--- config.mk ---
export PLATFORM = sky130hd
export DESIGN_NAME = sector_fix_seq
export DESIGN_NICKNAME = d
export VERILOG_FILES = /design/src/rtl/sfs_pkg.sv /design/src/rtl/sfs_gate.sv /design/src/rtl/sfs_order.sv /design/src/rtl/sfs_sticky.sv /design/src/rtl/sector_fix_seq.sv
export SDC_FILE = /design/constraint.sdc
export NUM_CORES = 1
export LEC_CHECK = 0
export BUFFER_PORTS_ARGS = -buffer_cell sky130_fd_sc_hd__buf_4
export CAP_MARGIN = 20
export CORE_MARGIN = 2
export CORE_UTILIZATION = 47
export DETAILED_ROUTE_END_ITERATION = 10
export PLACE_DENSITY = 0.75
export SETUP_SLACK_MARGIN = 0.4
export SLEW_MARGIN = 10
export SYNTH_ARGS = -nofsm -noshare
export SYNTH_HDL_FRONTEND = slang
export SYNTH_SLANG_ARGS = --single-unit
--- constraint.sdc ---
create_clock -name clk -period 2.9 [get_ports clk]
set_clock_uncertainty 0.2 [all_clocks]
set_input_delay 0.435 -clock clk [delete_from_list [all_inputs] [get_ports clk]]
set_output_delay 0.435 -clock clk [all_outputs]
set_load 0.03 [all_outputs]
--- src/rtl/sfs_pkg.sv ---
package sfs_pkg;
  localparam int MODE_W = 3;
  localparam int REP_W  = 2;
  localparam int SMODE_W = 2;
  localparam int NFLAG  = 3;

  typedef enum logic [2:0] {
    ST_IDLE, ST_EDC_PRE, ST_SYN, ST_PASS, ST_EDC_POST, ST_DONE
  } seq_state_e;

  typedef enum logic [1:0] {
    ORD_P, ORD_Q, ORD_PQ, ORD_QP
  } pass_order_e;
endpackage

--- src/rtl/sfs_gate.sv ---
module sfs_gate
  import sfs_pkg::*;
(
  input  logic               auto_detect,
  input  logic [SMODE_W-1:0] sec_mode,
  input  logic               sec_xa,
  input  logic               sec_form2,
  input  logic [MODE_W-1:0]  cfg_mode,
  input  logic [REP_W-1:0]   cfg_repeat,
  output logic               do_edc,
  output logic               do_ecc,
  output pass_order_e        order,
  output logic [REP_W-1:0]   n_iter
);
  logic cls_edc, cls_ecc, cfg_edc, cfg_ecc;

  // sector class from descriptor
  always_comb begin
    cls_edc = 1'b0;
    cls_ecc = 1'b0;
    if (!auto_detect) begin
      cls_edc = 1'b1;
      cls_ecc = 1'b1;
    end else begin
      case (sec_mode)
        2'd1: begin cls_edc = 1'b1; cls_ecc = 1'b1; end
        2'd2: if (sec_xa) begin
          cls_edc = 1'b1;
          cls_ecc = !sec_form2;
        end
        default: ;
      endcase
    end
  end

  // operation code decode
  always_comb begin
    cfg_edc = 1'b0;
    cfg_ecc = 1'b0;
    order   = ORD_P;
    case (cfg_mode)
      3'd1: cfg_edc = 1'b1;
      3'd2: begin cfg_edc = 1'b1; cfg_ecc = 1'b1; order = ORD_P;  end
      3'd3: begin cfg_edc = 1'b1; cfg_ecc = 1'b1; order = ORD_Q;  end
      3'd4: begin cfg_edc = 1'b1; cfg_ecc = 1'b1; order = ORD_PQ; end
      3'd5: begin cfg_edc = 1'b1; cfg_ecc = 1'b1; order = ORD_QP; end
      default: ;
    endcase
  end

  assign do_edc = cls_edc && cfg_edc;
  assign do_ecc = cls_ecc && cfg_ecc;

  always_comb begin
    if ((order == ORD_PQ || order == ORD_QP) && cfg_repeat != '0)
      n_iter = cfg_repeat;
    else
      n_iter = REP_W'(1);
  end
endmodule

--- src/rtl/sfs_order.sv ---
module sfs_order
  import sfs_pkg::*;
(
  input  pass_order_e order,
  input  logic        step,
  output logic        sel_q,
  output logic        last
);
  always_comb begin
    case (order)
      ORD_P:   begin sel_q = 1'b0;  last = 1'b1; end
      ORD_Q:   begin sel_q = 1'b1;  last = 1'b1; end
      ORD_PQ:  begin sel_q = step;  last = step; end
      default: begin sel_q = !step; last = step; end
    endcase
  end
endmodule

--- src/rtl/sfs_sticky.sv ---
module sfs_sticky #(
  parameter int W = 3
) (
  input  logic         clk,
  input  logic         rst_n,
  input  logic [W-1:0] set,
  input  logic [W-1:0] clr,
  output logic [W-1:0] q
);
  for (genvar i = 0; i < W; i++) begin : g_bit
    always_ff @(posedge clk or negedge rst_n) begin
      if (!rst_n)      q[i] <= 1'b0;
      else if (set[i]) q[i] <= 1'b1;
      else if (clr[i]) q[i] <= 1'b0;
    end

    p_hold_r13: assert property (@(posedge clk) disable iff (!rst_n)
      (q[i] && !clr[i]) |=> q[i]);
    p_set_wins_r13: assert property (@(posedge clk) disable iff (!rst_n)
      set[i] |=> q[i]);
  end
endmodule

--- src/rtl/sector_fix_seq.sv ---
module sector_fix_seq
  import sfs_pkg::*;
(
  input  logic               clk,
  input  logic               rst_n,
  input  logic               sec_start,
  input  logic [SMODE_W-1:0] sec_mode,
  input  logic               sec_xa,
  input  logic               sec_form2,
  input  logic               sec_short,
  input  logic               auto_detect,
  input  logic [MODE_W-1:0]  cfg_mode,
  input  logic [REP_W-1:0]   cfg_repeat,
  output logic               edc_req,
  input  logic               edc_done,
  input  logic               edc_ok,
  output logic               syn_req,
  input  logic               syn_done,
  input  logic               syn_p_zero,
  input  logic               syn_q_zero,
  output logic               pass_req,
  output logic               pass_sel_q,
  input  logic               pass_done,
  input  logic               pass_uncorr,
  output logic               busy,
  output logic               done,
  output logic               err_irq,
  output logic               st_syn_p_nz,
  output logic               st_syn_q_nz,
  output logic               st_uncorr,
  output logic               st_edc_pre_bad,
  output logic               st_edc_post_bad,
  input  logic [NFLAG-1:0]   clr_sticky
);
  seq_state_e         state;
  logic               cap_auto, cap_xa, cap_form2;
  logic [SMODE_W-1:0] cap_smode;
  logic [MODE_W-1:0]  cap_mode;
  logic [REP_W-1:0]   cap_rep;
  logic               step, aborted;
  logic [REP_W-1:0]   iter_cnt;

  logic               g_auto, g_xa, g_form2;
  logic [SMODE_W-1:0] g_smode;
  logic [MODE_W-1:0]  g_mode;
  logic [REP_W-1:0]   g_rep;
  logic               do_edc, do_ecc, sel_q, last;
  pass_order_e        order;
  logic [REP_W-1:0]   n_iter;
  logic               idle, accept, pass_fail;
  logic [NFLAG-1:0]   flag_set, flag_q;

  assign idle   = (state == ST_IDLE);
  assign accept = idle && sec_start;

  // gate sees live fields while idle, sampled fields afterwards
  assign g_auto  = idle ? auto_detect : cap_auto;
  assign g_smode = idle ? sec_mode    : cap_smode;
  assign g_xa    = idle ? sec_xa      : cap_xa;
  assign g_form2 = idle ? sec_form2   : cap_form2;
  assign g_mode  = idle ? cfg_mode    : cap_mode;
  assign g_rep   = idle ? cfg_repeat  : cap_rep;

  sfs_gate u_gate (
    .auto_detect(g_auto), .sec_mode(g_smode), .sec_xa(g_xa),
    .sec_form2(g_form2), .cfg_mode(g_mode), .cfg_repeat(g_rep),
    .do_edc(do_edc), .do_ecc(do_ecc), .order(order), .n_iter(n_iter)
  );

  sfs_order u_order (
    .order(order), .step(step), .sel_q(sel_q), .last(last)
  );

  assign pass_fail = (state == ST_PASS) && pass_done && pass_uncorr;

  always_ff @(posedge clk or negedge rst_n) begin
    if (!rst_n) begin
      state       <= ST_IDLE;
      cap_auto    <= 1'b0;
      cap_smode   <= '0;
      cap_xa      <= 1'b0;
      cap_form2   <= 1'b0;
      cap_mode    <= '0;
      cap_rep     <= '0;
      step        <= 1'b0;
      aborted     <= 1'b0;
      iter_cnt    <= '0;
      st_syn_p_nz <= 1'b0;
      st_syn_q_nz <= 1'b0;
      err_irq     <= 1'b0;
    end else begin
      err_irq <= pass_fail;
      case (state)
        ST_IDLE: if (sec_start) begin
          cap_auto    <= auto_detect;
          cap_smode   <= sec_mode;
          cap_xa      <= sec_xa;
          cap_form2   <= sec_form2;
          cap_mode    <= cfg_mode;
          cap_rep     <= cfg_repeat;
          step        <= 1'b0;
          aborted     <= 1'b0;
          iter_cnt    <= '0;
          st_syn_p_nz <= 1'b0;
          st_syn_q_nz <= 1'b0;
          state       <= do_edc ? ST_EDC_PRE : ST_DONE;
        end
        ST_EDC_PRE: if (edc_done)
          state <= do_ecc ? ST_SYN : ST_EDC_POST;
        ST_SYN: if (syn_done) begin
          st_syn_p_nz <= !syn_p_zero;
          st_syn_q_nz <= !syn_q_zero;
          step        <= 1'b0;
          if (aborted || (syn_p_zero && syn_q_zero) || iter_cnt == n_iter)
            state <= ST_EDC_POST;
          else
            state <= ST_PASS;
        end
        ST_PASS: if (pass_done) begin
          if (pass_uncorr) begin
            aborted <= 1'b1;
            state   <= ST_SYN;
          end else if (last) begin
            iter_cnt <= iter_cnt + REP_W'(1);
            state    <= ST_SYN;
          end else begin
            step <= 1'b1;
          end
        end
        ST_EDC_POST: if (edc_done) state <= ST_DONE;
        default: state <= ST_IDLE;
      endcase
    end
  end

  assign edc_req    = (state == ST_EDC_PRE) || (state == ST_EDC_POST);
  assign syn_req    = (state == ST_SYN);
  assign pass_req   = (state == ST_PASS);
  assign pass_sel_q = sel_q;
  assign busy       = !idle;
  assign done       = (state == ST_DONE);

  assign flag_set[0] = (accept && sec_short) || pass_fail;
  assign flag_set[1] = (state == ST_EDC_PRE)  && edc_done && !edc_ok;
  assign flag_set[2] = (state == ST_EDC_POST) && edc_done && !edc_ok;

  sfs_sticky #(.W(NFLAG)) u_flags (
    .clk(clk), .rst_n(rst_n), .set(flag_set), .clr(clr_sticky), .q(flag_q)
  );

  assign st_uncorr       = flag_q[0];
  assign st_edc_pre_bad  = flag_q[1];
  assign st_edc_post_bad = flag_q[2];

  p_one_req_r14: assert property (@(posedge clk) disable iff (!rst_n)
    $onehot0({edc_req, syn_req, pass_req}));
  p_sel_stable_r14: assert property (@(posedge clk) disable iff (!rst_n)
    (pass_req && !pass_done) |=> (pass_req && $stable(pass_sel_q)));
  p_done_pulse_r12: assert property (@(posedge clk) disable iff (!rst_n)
    done |=> (!done && !busy));
  p_busy_hold_r12: assert property (@(posedge clk) disable iff (!rst_n)
    (busy && !done) |=> busy);
  p_irq_flag_r8: assert property (@(posedge clk) disable iff (!rst_n)
    err_irq |-> st_uncorr);
  p_irq_pulse_r8: assert property (@(posedge clk) disable iff (!rst_n)
    err_irq |=> !err_irq);
  p_iter_bound_r2: assert property (@(posedge clk) disable iff (!rst_n)
    busy |-> (iter_cnt <= n_iter));
endmodule

Yosys cells after proc, flatten, opt, wreduce, memory -nomap -nowiden
Index checks and enable logic that the tools add are counted.
- flip-flop bits (word level): 23
- bits of input ports: 24
- output and inout bits: 12
- add/subtract/negate cells: 1
- equality and inequality tests: 26
- mux-type cells: 53
- reduce and logical (&&, ||, !) cells: 41
- operators by type and width (cell ; number):
    two-way mux 3 bit ; 11
    two-way mux 1 bit ; 25
    case mux 3 bit (5 select lines) ; 1
    two-way mux 2 bit ; 7
    == test 3 x 2 -> 1 bit, second input constant ; 4
    == test 3 bit, second input constant ; 4
    logical AND 1 bit ; 12
    AND reduction 6 bit ; 2
    nonzero test 2 bit ; 6
    != test 2 bit, second input constant ; 5
    case mux 1 bit (2 select lines) ; 5
    != test 2 x 1 -> 1 bit, second input constant ; 4
    == test 2 bit, second input constant ; 3
    == test 3 x 1 -> 1 bit, second input constant ; 2
    logical NOT 1 bit ; 6
    case mux 1 bit (3 select lines) ; 2
    case mux 2 bit (3 select lines) ; 1
    logical OR 1 bit ; 5
    AND reduction 5 bit ; 1
    OR reduction 5 bit ; 1
    == test 2 x 1 -> 1 bit, second input constant ; 2
    case mux 2 bit (2 select lines) ; 1
    AND reduction 4 bit ; 1
    OR reduction 4 bit ; 1
    other kinds (9) ; 9

Logic depth before layout (Yosys ltp)
- word-level depth: 13
- mapped depth: 9
- mapped depth without buffers: 8

Cells and area by module
From an unflattened synthesis, not the netlist that was laid out.
- cells, all modules: 142
- area, all modules: 1477.7 um^2
- modules (own cells, without submodules) (module ; times used ; cells each ; area an instance (um^2) ; seq. area each (um^2)):
    sector_fix_seq ; 1 ; 113 ; 1212.4 ; 500.5
    sfs_gate ; 1 ; 17 ; 137.6 ; 0.0
    sfs_sticky ; 1 ; 9 ; 108.9 ; 75.1
    sfs_order ; 1 ; 3 ; 18.8 ; 0.0

Worst setup path before layout
OpenSTA, ideal clock, no wires.
- path type: register to register
- start point: reg state[1]
- end point: reg state[2]
- library setup time: 0.118 ns
- arrival: 2.436 ns
- required time: 2.582 ns
- setup slack: 0.146 ns
- cell stages (with the launch flop): 9
- path buffers: 1
- cell sequence: dfrtp_1 > nor3_4 > buf_2 > mux2_2 > ha_1 > a21boi_0 > a2111o_1 > o2bb2ai_1 > a21o_1
- word-level cells in the longest chain between the ends: 13
- ends and longest elaborated chain (element ; line ; text):
    start: declaration ; sector_fix_seq.sv:35 ; seq_state_e state;
    start signal: assignment ; sector_fix_seq.sv:106 ; state <= do_edc ? ST_EDC_PRE : ST_DONE;
    start signal: assignment ; sector_fix_seq.sv:109 ; state <= do_ecc ? ST_SYN : ST_EDC_POST;
    logical NOT 3 bit ; sector_fix_seq.sv:53, sector_fix_seq.sv:93 ;
    two-way mux 3 bit ; sector_fix_seq.sv:61 ; assign g_mode = idle ? cfg_mode : cap_mode;
    == test 3 bit / == test 3 x 2 -> 1 bit (equally long branches) ; sfs_gate.sv:41 ; case (cfg_mode)
    case mux 2 bit (3 select lines) ; sfs_gate.sv:41 ;
    == test 2 bit ; sfs_gate.sv:55 ; if ((order == ORD_PQ || order == ORD_QP) && cfg_repeat != '0)
    logical OR 1 bit ; sfs_gate.sv:55 ;
    logical AND 1 bit ; sfs_gate.sv:55 ;
    two-way mux 2 bit ; sfs_gate.sv:55 ;
    == test 2 bit ; sector_fix_seq.sv:114 ; if (aborted || (syn_p_zero && syn_q_zero) || iter_cnt == n_iter)
    logical OR 1 bit ; sector_fix_seq.sv:114 ;
    two-way mux 3 bit ; sector_fix_seq.sv:114 ;
    two-way mux 3 bit ; sector_fix_seq.sv:110 ; ST_SYN: if (syn_done) begin
    case mux 3 bit (5 select lines) ; sector_fix_seq.sv:93 ; case (state)
Several ways; a longest one is shown, not always the timed one. The select of a mux whose other input is x is not followed.
A chain may end at the register's enable or synchronous reset.

Final worst setup path
- start point: reg state[1]
- end point: out pass_sel_q
- word-level cells in the longest chain between the ends: 6
- ends and longest elaborated chain (element ; line ; text):
    logical NOT 3 bit (*) ; sector_fix_seq.sv:53 ; assign idle = (state == ST_IDLE);
    two-way mux 3 bit (*) ; sector_fix_seq.sv:61 ;
    == test 3 bit / == test 3 x 2 -> 1 bit (equally long branches) ; sfs_gate.sv:41 ;
    case mux 2 bit (3 select lines) (*) ; sfs_gate.sv:41 ;
    == test 2 bit, or another cell as far along ; sfs_order.sv:10 ; case (order)
    case mux 1 bit (3 select lines) (*) ; sfs_order.sv:10 ;
    end: declaration ; sector_fix_seq.sv:22 ; output logic pass_sel_q,
Mark *: on every way between the ends. The rest lies on a longest branch, timed or not.

==> results.md <==
- PnR worst setup slack: 0.4313 ns
- H-tree depth: 1
- Starting DRT DRC Count: 65
- Gr usage total: 0.2010
- Synth Register Bits: 23
- Mux contribution to synthesized area: 0.1393
- Status: finished, violations left
- Worst-margin pin slew: 0.5745 ns
- Crit path time final: 2.469 ns
- Die Width: 58.61 µm
- Largest family of logic cells by synthesized area: simple AND/OR/NAND/NOR gates
- Failing checks: design-rule violations
- Ys Warns: 0
- Crit path kind: reg2out
- Antenna cells: 0
- Reg clk slew, reported paths: 0.14 ns
- Relative slew slack: 0.6161
- Root Buffer: clkbuf_4
- R2r startpoint: state[1]$_DFFE_PN0P_
- Die Y-Extent: 58.61 µm
- Global-route wire length before repair: 5.278 mm
- Pre-CTS setup slack: 0.2895 ns
- Cell area power density: 1100 nW/µm²
- Skew-Pair Late Insertion Delay: 0.32 ns
- Avg Cell Area, Syn: 9.732 µm²
- Synth top area share: 0.4107
- CP startpoint: state[1]$_DFFE_PN0P_
- Fill cells: 226
- WP data required: 2.27 ns
- Pwr Total: 0.002036 W
- Peak Freq: 0.4051 GHz
- Synth Area in Compound Gates: 0.1536
- Post-Synth Adder-Cell Area: 0.01786
- Gr ovfl total: 0
- Drt pass-1 iters: 7
- Commonest non-fill, non-tap cell in the layout: buf_4
- # IOs: 36
- Nets: 214
- Largest area contributor in the netlist: dfrtp_1
- CTS max path bufs: 2
- Share of cells above drive strength 1: 0.3529
- Synth Instances: 144
- Dpl hpwl: 2.431 mm
- Final setup fails: 0
- Vias in the first global route: 1203
- Period utilization: 0.8513
- Total leakage power: 0.8573 nW
- Max-slew violations: 0
- Final wirelength: 3.222 mm
- Post-Synth Simple-Gate Area: 0.2071
- Worst min path class: in2reg
- Dpl cells: 206
- Largest net degree at the start of global routing: 24
- Std cell rows: 19
- Most used DFF post-synth: dfrtp_1
- DRC viols: 2
- Total of max-cap violations: 0
- Initial Util: 0.4996
- Min-delay src: clr_sticky[2]
- Top cells by area, synth: dfrtp_1 41%, mux2_2 7.2%, mux2i_1 4.3%, o21ai_0 3.2%, nand2_1 3.2%
- Async S/R FF share, synth: 1.000
- Core Area: 2805 µm²
- Die area: 3435 µm²
- Post-synth EDFFs: 0
- TritonCTS clock tree: yes
- # port buffers: 35
- Drt via density: 5.716
- GP Congestion: 0.8224
- Final Non-Filler Cells: 218
- RSZ-0062 raised after global routing: yes
- VDD IR max: 0.5750 mV
- Setup TNS: 0 ns
- Vias post-DR: 1246
- Xor and xnor fraction of the mapped netlist area: 0.03125
- Critical Path AT: 1.83 ns
- Syn Nets: 170
- ANT nets after route: 0
- # clock sinks: 23
- Syn-to-layout area delta: 32.14%
- Sequential share of the synthesized area: 0.4107
- Final Hold Fails: 0
- DR WL/cell: 14.78 µm
- Initial antenna violation count: 0
- Post-synth cell types: 40
- Commonest cells after routing, fill and taps aside: 42 x buf_4, 21 x dfrtp_1, 12 x nand2_1
- Endpoint class of the critical path: output port
- CP max FO: 2
- CTS buffer count: 3
- Crit start category: flop
- Synth Cell Area: 1401 µm²
==> registers in the layout (all words and copies together) (netlist names) <==
register,cells
cap_form2,1
cap_xa,1
err_irq,1
st_syn_q_nz,1
u_flags.q,3
cap_smode,2
step,1
st_syn_p_nz,1
cap_auto,1
cap_mode,3
state,3
aborted,1
cap_rep,2
iter_cnt,2
==> final cells by class <==
class | instances | area, µm² | area share
sequential | 23 | 578.1 | 0.3122
clock buffer | 3 | 22.52 | 0.01216
tap | 31 | 38.79 | 0.02095
inverter | 8 | 30.03 | 0.01622
multi-input combinational | 107 | 829.5 | 0.4480
timing repair buffer | 45 | 347.8 | 0.1878
clock inverter | 1 | 5.005 | 0.002703
==> per-stage QoR <==
stage	hold WS (ns)	cell area, µm²	utilization
after floorplan	-0.06059	1428	-
after global placement	0.1449	1712	0.6102
after detailed placement	0.1476	1712	0.6102
after CTS	0.08501	1800	0.6418
after global routing	0.08888	1852	0.6601
final	0.08955	1852	0.6601
==> synth_stat cells, types with 2 or more instances <==
| cell | number |
|---|---|
| nor3b_1 | 3 |
| ha_1 | 2 |
| buf_2 | 3 |
| nand2b_1 | 4 |
| xor2_1 | 2 |
| and2_1 | 3 |
| nand2_1 | 12 |
| nand3b_1 | 3 |
| clkbuf_1 | 3 |
| and4b_1 | 2 |
| dfrtp_1 | 23 |
| nor3_1 | 5 |
| nor2b_1 | 6 |
| mux2_1 | 3 |
| xnor2_1 | 3 |
| inv_1 | 8 |
| mux2_2 | 9 |
| mux2i_1 | 6 |
| o2bb2ai_1 | 2 |
| a31oi_1 | 2 |
| o21ai_0 | 9 |
| o22ai_1 | 4 |
| a21oi_1 | 6 |
| nor2_1 | 5 |
==> metal layers <==
layer	routed length, µm	share of wire	track usage	up-vias
met5	0	0	0	-
met4	17	0.0053	0.03896	0
met3	203	0.063	0.05055	2
met2	1632	0.51	0.3563	40
met1	1369	0.42	0.2496	599
li1	-	-	-	605
==> where the power goes <==
part / leakage (nW) / switching (W) / internal [W] / total (W)
Clock: 0.0177 / 0.0000980 / 0.0000516 / 0.000150
Combinational: 0.551 / 0.000672 / 0.000645 / 0.00132
Sequential: 0.289 / 0.000116 / 0.000454 / 0.000570
Total: 0.857 / 0.000886 / 0.00115 / 0.00204
==> logic make-up after synthesis <==
group / after synthesis
AOI/OAI and AO/OA: 33
xor gates and xnor gates: 5
adders and majority gates: 2
buffers and inverters: 14
DFF: 23
muxes: 18
and+or+nand+nor: 49
==> path summary, 6_finish.rpt <==
kind	to	slack, ns	depth (start not counted)
worst max-delay path	pass_sel_q	0.43	6
worst min-delay path	u_flags.q[2]$_DFFE_PN0P_	0.09	2
worst max register to register	state[2]$_DFFE_PN0P_	0.45	8
worst min register to register	st_syn_q_nz$_DFFE_PN0P_	0.30	2
max in group asynchronous	cap_rep[1]$_DFFE_PN0P_	1.93	2
min in group asynchronous	u_flags.q[2]$_DFFE_PN0P_	0.32	2
==> critical path, cell delays in order (launching register included) <==
cell and delay, ns:
dfrtp_2 0.45, nor3_4 0.24, buf_6 0.14, mux2i_4 0.23, xor2_1 0.17, o22ai_1 0.09, buf_4 0.18
==> timing repair <==
action                                 CTS  global route
pin swaps                                1             1
resized for setup                        5             5
hold buffers                             1             0
endpoints found under the hold margin   23             0
setup buffers                            5             2
setup endpoints to repair                4             3
Power figures use the tool's default switching activity.
